**config.mk**
```make
export PLATFORM = sky130hd
export DESIGN_NAME = acc_pad_detect
export DESIGN_NICKNAME = d
export VERILOG_FILES = /design/src/rtl/apd_pkg.sv /design/src/rtl/apd_total.sv /design/src/rtl/apd_gather.sv /design/src/rtl/apd_judge.sv /design/src/rtl/acc_pad_detect.sv
export SDC_FILE = /design/constraint.sdc
export NUM_CORES = 1
export LEC_CHECK = 0
export ABC_AREA = 0
export BUFFER_PORTS_ARGS = -buffer_cell sky130_fd_sc_hd__buf_2
export CAP_MARGIN = 20
export CORE_MARGIN = 2
export CORE_UTILIZATION = 60
export CTS_CLUSTER_SIZE = 25
export DETAILED_ROUTE_END_ITERATION = 10
export GPL_TIMING_DRIVEN = 0
export PLACE_DENSITY_LB_ADDON = 0.15
export SYNTH_ARGS = -nofsm -noshare
export SYNTH_HDL_FRONTEND = slang
export SYNTH_SLANG_ARGS = --single-unit
```
**constraint.sdc**
```tcl
create_clock -name clk -period 13.6 [get_ports clk]
set_input_delay 0.68 -clock clk [delete_from_list [all_inputs] [get_ports clk]]
set_output_delay 0.68 -clock clk [all_outputs]
set_load 0.005 [all_outputs]
```
**src/rtl/apd_pkg.sv**
```systemverilog
package apd_pkg;

   localparam logic [7:0] PAD_MARKER = 8'h80;

   typedef enum logic [2:0] {
      ST_IDLE,
      ST_FETCH,
      ST_DRAIN,
      ST_JUDGE,
      ST_MARK,
      ST_REPORT
   } apd_state_e;

endpackage

```
**src/rtl/apd_total.sv**
```systemverilog
module apd_total #(
   parameter int LEN_W = 28,
   parameter int TOT_W = 32
) (
   input  logic             clk,
   input  logic             rst_n,
   input  logic             add_en,
   input  logic [LEN_W-1:0] add_len,
   input  logic             clr,
   output logic [TOT_W-1:0] total
);

   logic [TOT_W-1:0] total_q;

   always_ff @(posedge clk) begin
      if (!rst_n) begin
         total_q <= '0;
      end else if (clr) begin
         total_q <= '0;
      end else if (add_en) begin
         total_q <= total_q + TOT_W'(add_len);
      end
   end

   assign total = total_q;

endmodule

```
**src/rtl/apd_gather.sv**
```systemverilog
module apd_gather #(
   parameter int CNT_W = 64,
   localparam int NB    = CNT_W / 8,
   localparam int IDX_W = $clog2(NB)
) (
   input  logic             clk,
   input  logic             rst_n,
   input  logic             cap,
   input  logic [IDX_W-1:0] cap_idx,
   input  logic [7:0]       byte_in,
   output logic [CNT_W-1:0] count
);

   // Lane k holds the byte read from offset len-NB+k; lane 0 is most significant.
   for (genvar k = 0; k < NB; k++) begin : g_lane
      logic [7:0] lane_q;
      always_ff @(posedge clk) begin
         if (!rst_n) begin
            lane_q <= '0;
         end else if (cap && (cap_idx == IDX_W'(k))) begin
            lane_q <= byte_in;
         end
      end
      assign count[CNT_W-1-8*k -: 8] = lane_q;
   end

endmodule

```
**src/rtl/apd_judge.sv**
```systemverilog
module apd_judge #(
   parameter int LEN_W = 28,
   parameter int TOT_W = 32,
   parameter int CNT_W = 64
) (
   input  logic [CNT_W-1:0] count,
   input  logic [TOT_W-1:0] total,
   input  logic [LEN_W-1:0] len,
   output logic             cand_ok,
   output logic [LEN_W-1:0] offset
);

   logic [CNT_W-1:0] msg_len;
   logic [TOT_W-1:0] pad;
   logic             len_fits;
   logic             pad_fits;

   always_comb begin
      msg_len  = count >> 3;
      len_fits = msg_len <= CNT_W'(total);
      pad      = total - msg_len[TOT_W-1:0];
      pad_fits = (pad != '0) && (pad <= TOT_W'(len));
      cand_ok  = len_fits && pad_fits;
      offset   = len - pad[LEN_W-1:0];
   end

endmodule

```
**src/rtl/acc_pad_detect.sv**
```systemverilog
module acc_pad_detect #(
   parameter int LEN_W = 28,
   parameter int TOT_W = 32,
   parameter int CNT_W = 64,
   localparam int NB    = CNT_W / 8,
   localparam int IDX_W = $clog2(NB)
) (
   input  logic             clk,
   input  logic             rst_n,
   input  logic             req_i,
   input  logic [LEN_W-1:0] req_len_i,
   output logic             rd_en_o,
   output logic [LEN_W-1:0] rd_addr_o,
   input  logic [7:0]       rd_data_i,
   output logic             busy_o,
   output logic             done_o,
   output logic             final_o,
   output logic [LEN_W-1:0] fwd_len_o
);
   import apd_pkg::*;

   if (LEN_W > TOT_W) begin : g_chk_len
      $error("LEN_W must not exceed TOT_W");
   end
   if (CNT_W <= TOT_W) begin : g_chk_cnt
      $error("CNT_W must be wider than TOT_W");
   end
   if ((CNT_W % 8) != 0 || NB < 2) begin : g_chk_bytes
      $error("CNT_W must be a multiple of 8 of at least 16");
   end

   apd_state_e       state_q;
   logic [LEN_W-1:0] len_q;
   logic [IDX_W-1:0] idx_q;
   logic [IDX_W-1:0] cap_idx_q;
   logic             cap_q;
   logic             fin_q;
   logic [LEN_W-1:0] fwd_q;
   logic [TOT_W-1:0] total;
   logic [CNT_W-1:0] count;
   logic             cand_ok;
   logic [LEN_W-1:0] offset;
   logic             accept;
   logic             marker_hit;

   assign accept     = req_i && (state_q == ST_IDLE);
   assign marker_hit = (rd_data_i == PAD_MARKER);

   apd_total #(.LEN_W(LEN_W), .TOT_W(TOT_W)) u_total (
      .clk     (clk),
      .rst_n   (rst_n),
      .add_en  (accept),
      .add_len (req_len_i),
      .clr     ((state_q == ST_REPORT) && fin_q),
      .total   (total)
   );

   apd_gather #(.CNT_W(CNT_W)) u_gather (
      .clk     (clk),
      .rst_n   (rst_n),
      .cap     (cap_q),
      .cap_idx (cap_idx_q),
      .byte_in (rd_data_i),
      .count   (count)
   );

   apd_judge #(.LEN_W(LEN_W), .TOT_W(TOT_W), .CNT_W(CNT_W)) u_judge (
      .count   (count),
      .total   (total),
      .len     (len_q),
      .cand_ok (cand_ok),
      .offset  (offset)
   );

   always_ff @(posedge clk) begin
      if (!rst_n) begin
         state_q   <= ST_IDLE;
         len_q     <= '0;
         idx_q     <= '0;
         cap_idx_q <= '0;
         cap_q     <= 1'b0;
         fin_q     <= 1'b0;
         fwd_q     <= '0;
      end else begin
         cap_q     <= (state_q == ST_FETCH);
         cap_idx_q <= idx_q;
         case (state_q)
            ST_IDLE: begin
               if (accept) begin
                  len_q <= req_len_i;
                  idx_q <= '0;
                  if (req_len_i < LEN_W'(NB)) begin
                     fin_q   <= 1'b0;
                     fwd_q   <= req_len_i;
                     state_q <= ST_REPORT;
                  end else begin
                     state_q <= ST_FETCH;
                  end
               end
            end
            ST_FETCH: begin
               idx_q <= idx_q + 1'b1;
               if (idx_q == IDX_W'(NB - 1)) begin
                  state_q <= ST_DRAIN;
               end
            end
            ST_DRAIN: state_q <= ST_JUDGE;
            ST_JUDGE: begin
               if (cand_ok) begin
                  state_q <= ST_MARK;
               end else begin
                  fin_q   <= 1'b0;
                  fwd_q   <= len_q;
                  state_q <= ST_REPORT;
               end
            end
            ST_MARK: begin
               fin_q   <= marker_hit;
               fwd_q   <= marker_hit ? offset : len_q;
               state_q <= ST_REPORT;
            end
            ST_REPORT: state_q <= ST_IDLE;
            default:   state_q <= ST_IDLE;
         endcase
      end
   end

   always_comb begin
      rd_en_o   = 1'b0;
      rd_addr_o = '0;
      if (state_q == ST_FETCH) begin
         rd_en_o   = 1'b1;
         rd_addr_o = len_q - LEN_W'(NB) + LEN_W'(idx_q);
      end else if ((state_q == ST_JUDGE) && cand_ok) begin
         rd_en_o   = 1'b1;
         rd_addr_o = offset;
      end
   end

   assign busy_o    = (state_q != ST_IDLE);
   assign done_o    = (state_q == ST_REPORT);
   assign final_o   = fin_q;
   assign fwd_len_o = fwd_q;

   AST_RD_IN_CHUNK: assert property (@(posedge clk) disable iff (!rst_n)
      rd_en_o |-> (rd_addr_o < len_q));
   AST_SHORT_SKIPS: assert property (@(posedge clk) disable iff (!rst_n)
      (state_q == ST_FETCH) |-> (len_q >= LEN_W'(NB)));
   AST_DONE_PULSE: assert property (@(posedge clk) disable iff (!rst_n)
      done_o |=> !done_o);
   AST_NONFINAL_FULL: assert property (@(posedge clk) disable iff (!rst_n)
      (done_o && !final_o) |-> (fwd_len_o == len_q));
   AST_FINAL_INSIDE: assert property (@(posedge clk) disable iff (!rst_n)
      (done_o && final_o) |-> (fwd_len_o < len_q));
   AST_TOTAL_CLEARED: assert property (@(posedge clk) disable iff (!rst_n)
      (done_o && final_o) |=> (total == '0));

endmodule

```
# ---- Word-level counts from Yosys, hierarchy flattened
# Index checks and enable logic that the tools add are counted.
dict set report classes {
  bitwise_logic 1
  n_eq_ne 18
  reduce_logical 24
  n_lt_le_gt_ge 3
  n_mux 20
  n_addsub 6
}
# operator count
set ops {}
lappend ops {{2-to-1 mux 28 bit} 6}
lappend ops {{one-hot mux 28 bit (3 select lines)} 1}
lappend ops {{<= comparator 61 x 32 -> 1 bit} 1}
lappend ops {{adder 32 x 28 -> 32 bit} 1}
lappend ops {{<= comparator 32 x 28 -> 1 bit} 1}
lappend ops {{nonzero test 32 bit} 1}
lappend ops {{subtractor 32 bit} 1}
lappend ops {{adder 28 x 3 -> 28 bit} 1}
lappend ops {{less-than comparator 28 x 4 -> 1 bit, second input constant} 1}
lappend ops {{subtractor 28 bit} 1}
lappend ops {{subtractor 28 x 4 -> 28 bit, second input constant} 1}
lappend ops {{equality test 3 bit, second input constant} 7}
lappend ops {{one-hot mux 3 bit (5 select lines)} 1}
lappend ops {{logical AND 1 bit} 13}
lappend ops {{equality test 3 x 2 -> 1 bit, second input constant} 4}
lappend ops {{2-to-1 mux 3 bit} 4}
lappend ops {{equality test 8 bit, second input constant} 1}
lappend ops {{equality test 3 x 1 -> 1 bit, second input constant} 2}
lappend ops {{zero test 3 bit} 2}
lappend ops {{2-to-1 mux 1 bit} 6}
lappend ops {{!= test 2 bit, second input constant} 3}
lappend ops {{one-hot mux 3 bit (2 select lines)} 1}
lappend ops {{AND reduction 2 bit} 3}
lappend ops {{nonzero test 3 bit} 2}
lappend ops {{other kinds (7)} 7}
dict set report totals {
  input_bits 39
  ff_bits 163
  word_cells 88
}

# ---- Depth between registers and ports, before layout
dict set report logic_depth {
  word_depth 7
  ltp_mapped 25
}

# ---- Modules after synthesis
# A second synthesis with hierarchy kept.
dict set report hier_totals {
  hier_cells 1794
  area_unflattened_um2 14081.0
}
# module cells_each seq_area_each_um2 n_inst area_each_um2
set by_module_without_submodules {}
lappend by_module_without_submodules {apd_judge 667 0.0 1 4616.9}
lappend by_module_without_submodules {acc_pad_detect 575 1341.3 1 4470.5}
lappend by_module_without_submodules {apd_total 329 640.6 1 2645.0}
lappend by_module_without_submodules {apd_gather 223 1281.2 1 2348.5}

# ---- Worst setup path after synthesis
# OpenSTA, ideal clock, no wires.
dict set report synth_timing {
  path_kind {register to output}
  start {register u_total.total_q[7], in the netlist u_total.total[7]}
  end {output rd_addr_o[17]}
  slack_ns 8.024
  path_buffers 4
  arrival_ns 4.896
  stages_incl_launch_ff 24
  path_cell_list {dfxtp_1 > inv_1 > ha_1 > clkbuf_1 > and2_1 > nand3_1 > a211oi_1 > o31a_2 > mux2i_1 > nor2_1 > ha_1 > clkbuf_1 > a21o_1 > a221oi_1 > o21ai_0 > a221o_1 > a21oi_1 > a21oi_1 > nor4_1 > nand3_1 > or3_1 > buf_4 > buf_4 > o21ai_0}
}
dict set report synth_between {
  elab_chain_len 7
}
# item line_no
set synth_rtl {}
lappend synth_rtl {{start, declared} apd_total.sv:13} ;# logic [TOT_W-1:0] total_q;
lappend synth_rtl {{start signal, assigned} apd_total.sv:21} ;# total_q <= total_q + TOT_W'(add_len);
lappend synth_rtl {{subtractor 32 bit} apd_judge.sv:21} ;# pad = total - msg_len[TOT_W-1:0];
lappend synth_rtl {{<= comparator 32 x 28 -> 1 bit / nonzero test 32 bit (equally long branches)} apd_judge.sv:22} ;# pad_fits = (pad != '0) && (pad <= TOT_W'(len));
lappend synth_rtl {{logical AND 1 bit} apd_judge.sv:22}
lappend synth_rtl {{logical AND 1 bit} apd_judge.sv:23} ;# cand_ok = len_fits && pad_fits;
lappend synth_rtl {{logical AND 1 bit} acc_pad_detect.sv:134} ;# end else if ((state_q == ST_JUDGE) && cand_ok) begin
lappend synth_rtl {{2-to-1 mux 28 bit *} acc_pad_detect.sv:134}
lappend synth_rtl {{2-to-1 mux 28 bit *} acc_pad_detect.sv:131} ;# if (state_q == ST_FETCH) begin
lappend synth_rtl {{end, declared} acc_pad_detect.sv:13} ;# output logic [LEN_W-1:0] rd_addr_o,
# Every way passes the cells marked *; elsewhere a longest branch is shown, timed or not.

# ---- Worst setup path after layout
dict set report layout_timing {
  start {register u_total.total_q[3], in the netlist u_total.total[3]}
  end {output rd_addr_o[27]}
}
# The elaborated chain is that of the path after synthesis.

==> flow_summary.yaml <==
outcome:
  outcome: "finished, final reports clean"
critical_path:
  reg2regPathDepth: 21
  ff2ff_setup_slack_ns: 6.15
  worstSetupEndpoint: "rd_addr_o[27]"
  arrival_ns: 7.89
  startpoint_type: "flip-flop"
  crit_start: "u_total.total[3]"
  cp_max_fo: 10
  cp-end-kind: "output pin"
  reg2reg_to: "fwd_len_o[14]"
  critPathKind: "flip-flop to output pin"
  r2r_start: "u_total.total[3]"
  cp.required_ns: 12.92
synth:
  synth_edf_count: 0
  netlist_instances: 1858
  ys_seq_area_share_pct: 23.5
  synthTopCellsByArea: "dfxtp_1, ha_1, a21oi_1"
  synthesis.nets: 2052
  ys_ff_latch: 160
  syn_avg_cell_area_um2: 7.33
  synth_cell_types: 81
  synth_largest_area_cell: "dfxtp_1"
  synthDominantCellAreaShare_pct: 23.5
  yosys_warnings: 0
  syn_area_um2: 13600
  synth_flop_cell: "dfxtp_1"
  async_reset_ff_share_pct: 0
floorplanning:
  io_pins: 99
  die_h_um: 155
  fp.coreArea_um2: 22400
  num_rows: 55
  die_w_um: 155
  die-area_um2: 23900
  start_util_pct: 60.7
cts:
  post_cts_resized: 0
  cts_hold_buffers: 0
  cts_setup_buffers: 0
  cts_sinks: 160
  clock_latency_ns: 0.45
  cts_buffer_depth: 2
  cts_tree: "built"
  cts_inserted_buffers: 17
  clk_pin_slew_worst_paths_ns: 0.09
  cts_root_buf: "clkbuf_16"
  cts.htree.levels: 4
place:
  port_buffers: 89
  dp_hpwl_um: 37700
  gp_congestion: 0.981
  dp_cells: 2233
grt:
  grt_max_degree: 19
  grt_antenna_before_repair: 0
  grt_pass1_vias: 13299
  grt_pass1_wl_um: 73100
  overflow: 0
  track_usage_pct: 39.4
hold_path:
  hold_path_class: "flip-flop to flip-flop"
  hold_path_startpoint: "u_gather.g_lane[2].lane_q[3]"
cells_and_area:
  fin_nets: 2161
  register_area_um2: 3200
  num_antenna_cells: 0
  multi_input_area_um2: 9500
  most-common-layout-cells: "nand2_1, a21oi_1, dfxtp_1, ha_1, inv_1"
  fillCellCount: 2030
  drive_above_1_share_pct: 8.94
  final_common_cell: "nand2_1"
  area_growth_pct: 10.3
  finalNonFillerCells: 2265
sta:
  finalCritPeriodShare_pct: 63.0
  final_hold_viol_count: 0
  finClkSkew_ns: 0.0219
  clock.fmax_mhz: 117
  tns_ns: 0
  finalSetupViolations: 0
  final_max_slew_viol_count: 0
  maxSlewHeadroom_pct: 24.8
  grt_setup_unrepaired: "false"
  layout_min_cycle_time_ns: 8.57
  tightest_slew_ns: 1.13
power_and_ir_drop:
  powerDensity_nw_per_um2: 136
  vdd_ir_drop_max_v: 0.0000727
  p_int_uw: 1120
  p_sw_share_pct: 45.0
  power.clock.fraction_pct: 24.3
  p_leak_uw: 0.00625
  power_switching_uw: 920
  pwr-share-seq_pct: 25.0
  p_comb_share_pct: 50.7
drt:
  vias: 14265
  dr.pass1.iters: 8
  drt_first_iter_violations: 1304
  antenna_left: 0
  drc_errors: 0
  wl_um: 47500
  wire_per_inst_um: 21.0
  drt-vias-per-instance: 6.30
flow_run:
  drv_cap: 0
==> final cells by class <==
| class | count | share of cell area [%] |
|---|---|---|
| Tap cell | 285 | 2.37 |
| Inverter | 139 | 3.47 |
| Clock buffer | 17 | 2.83 |
| Clock inverter | 15 | 1.14 |
| Sequential cell | 160 | 21.3 |
| Timing Repair Buffer | 90 | 3.00 |
| Buffer | 96 | 2.65 |
| Multi-Input combinational cell | 1463 | 63.2 |
==> cells in the mapped netlist, types with 23 or more instances <==
master	number
a21oi_1	230
dfxtp_1	160
nand2_1	290
nand3_1	41
a21o_1	33
nand4_1	23
o21ai_0	73
inv_1	137
xor2_1	29
xnor2_1	63
nor2b_1	24
ha_1	151
o22ai_1	32
nor2_1	100
clkbuf_1	75
nor3_1	60
==> layer usage <==
metal / track usage, % / wire length (um) / vias to the layer above
met5: 0 / 0 / -
met2: 65.7 / 22000 / 671
met3: 6.16 / 3830 / 117
met1: 50.3 / 19600 / 6694
li1: - / - / 6783
met4: 18.2 / 2080 / 0
==> power by group through the flow <==
stage / registers, uW / logic [uW] / clock network [uW]
2_1_floorplan: 514 / 758 / 0
3_5_place_dp: 521 / 1000 / 0
5_1_grt: 513 / 1140 / 514
4_1_cts: 510 / 1010 / 494
6_report: 511 / 1040 / 496
3_3_place_gp: 520 / 990 / 0
==> state kept, by name, summed over array words and instances (netlist names) <==
signal and cells:
idx_q 3, cap_q 1, u_gather.g_lane.lane_q 61, fwd_len_o 28, cap_idx_q 3, final_o 1, u_total.total 32, state_q 3
len_q 28
==> metrics by stage <==
step	total power, uW	hold WS (ns)	setup slack, ns	utilization, %	instance area, um2
2_1_floorplan	1270	0.436	8.02	-	13600
3_3_place_gp	1510	0.442	5.84	64.3	14400
3_5_place_dp	1520	0.449	5.78	64.3	14400
4_1_cts	2010	0.460	5.24	67.0	15000
5_1_grt	2170	0.474	4.79	67.0	15000
6_report	2040	0.459	5.03	67.0	15000
==> critical path, cell delays in order, from the launching register on <==
cell and delay [ns]:
dfxtp_1 0.39, inv_1 0.07, ha_1 0.40, nand3_1 0.26, o21bai_1 0.32, a211oi_1 0.79, o31a_2 0.37, xnor2_1 0.24
inv_1 0.08, ha_1 0.28, clkbuf_1 0.27, and4_1 0.24, clkbuf_1 0.32, nand2_1 0.13, nor4_1 0.69, a21oi_1 0.29
nor4_1 0.32, nand3_1 0.27, nor3_2 0.70, clkbuf_1 0.61, nand2_1 0.10, o21ai_0 0.13, buf_2 0.16
==> worst min-delay path by stage <==
stage / to / cells past startpoint
floorplan: u_gather.g_lane[2].lane_q[4] / 2
global placement: fwd_len_o[21] / 2
detailed placement: u_gather.g_lane[1].lane_q[3] / 2
CTS: u_gather.g_lane[2].lane_q[3] / 2
global route: fwd_len_o[21] / 2
finish: u_gather.g_lane[2].lane_q[3] / 2
==> kinds of logic after synthesis <==
group / share of synthesized area [%]
AO/OA/AOI/OAI: 25.9
XOR/XNOR: 5.92
adder cells (fa/ha/maj): 14.5
flip-flops: 23.5
AND/OR/NAND/NOR: 22.5
multiplexers: 0.974
buffers and inverters: 6.75
(Power assumes the default switching activity.)
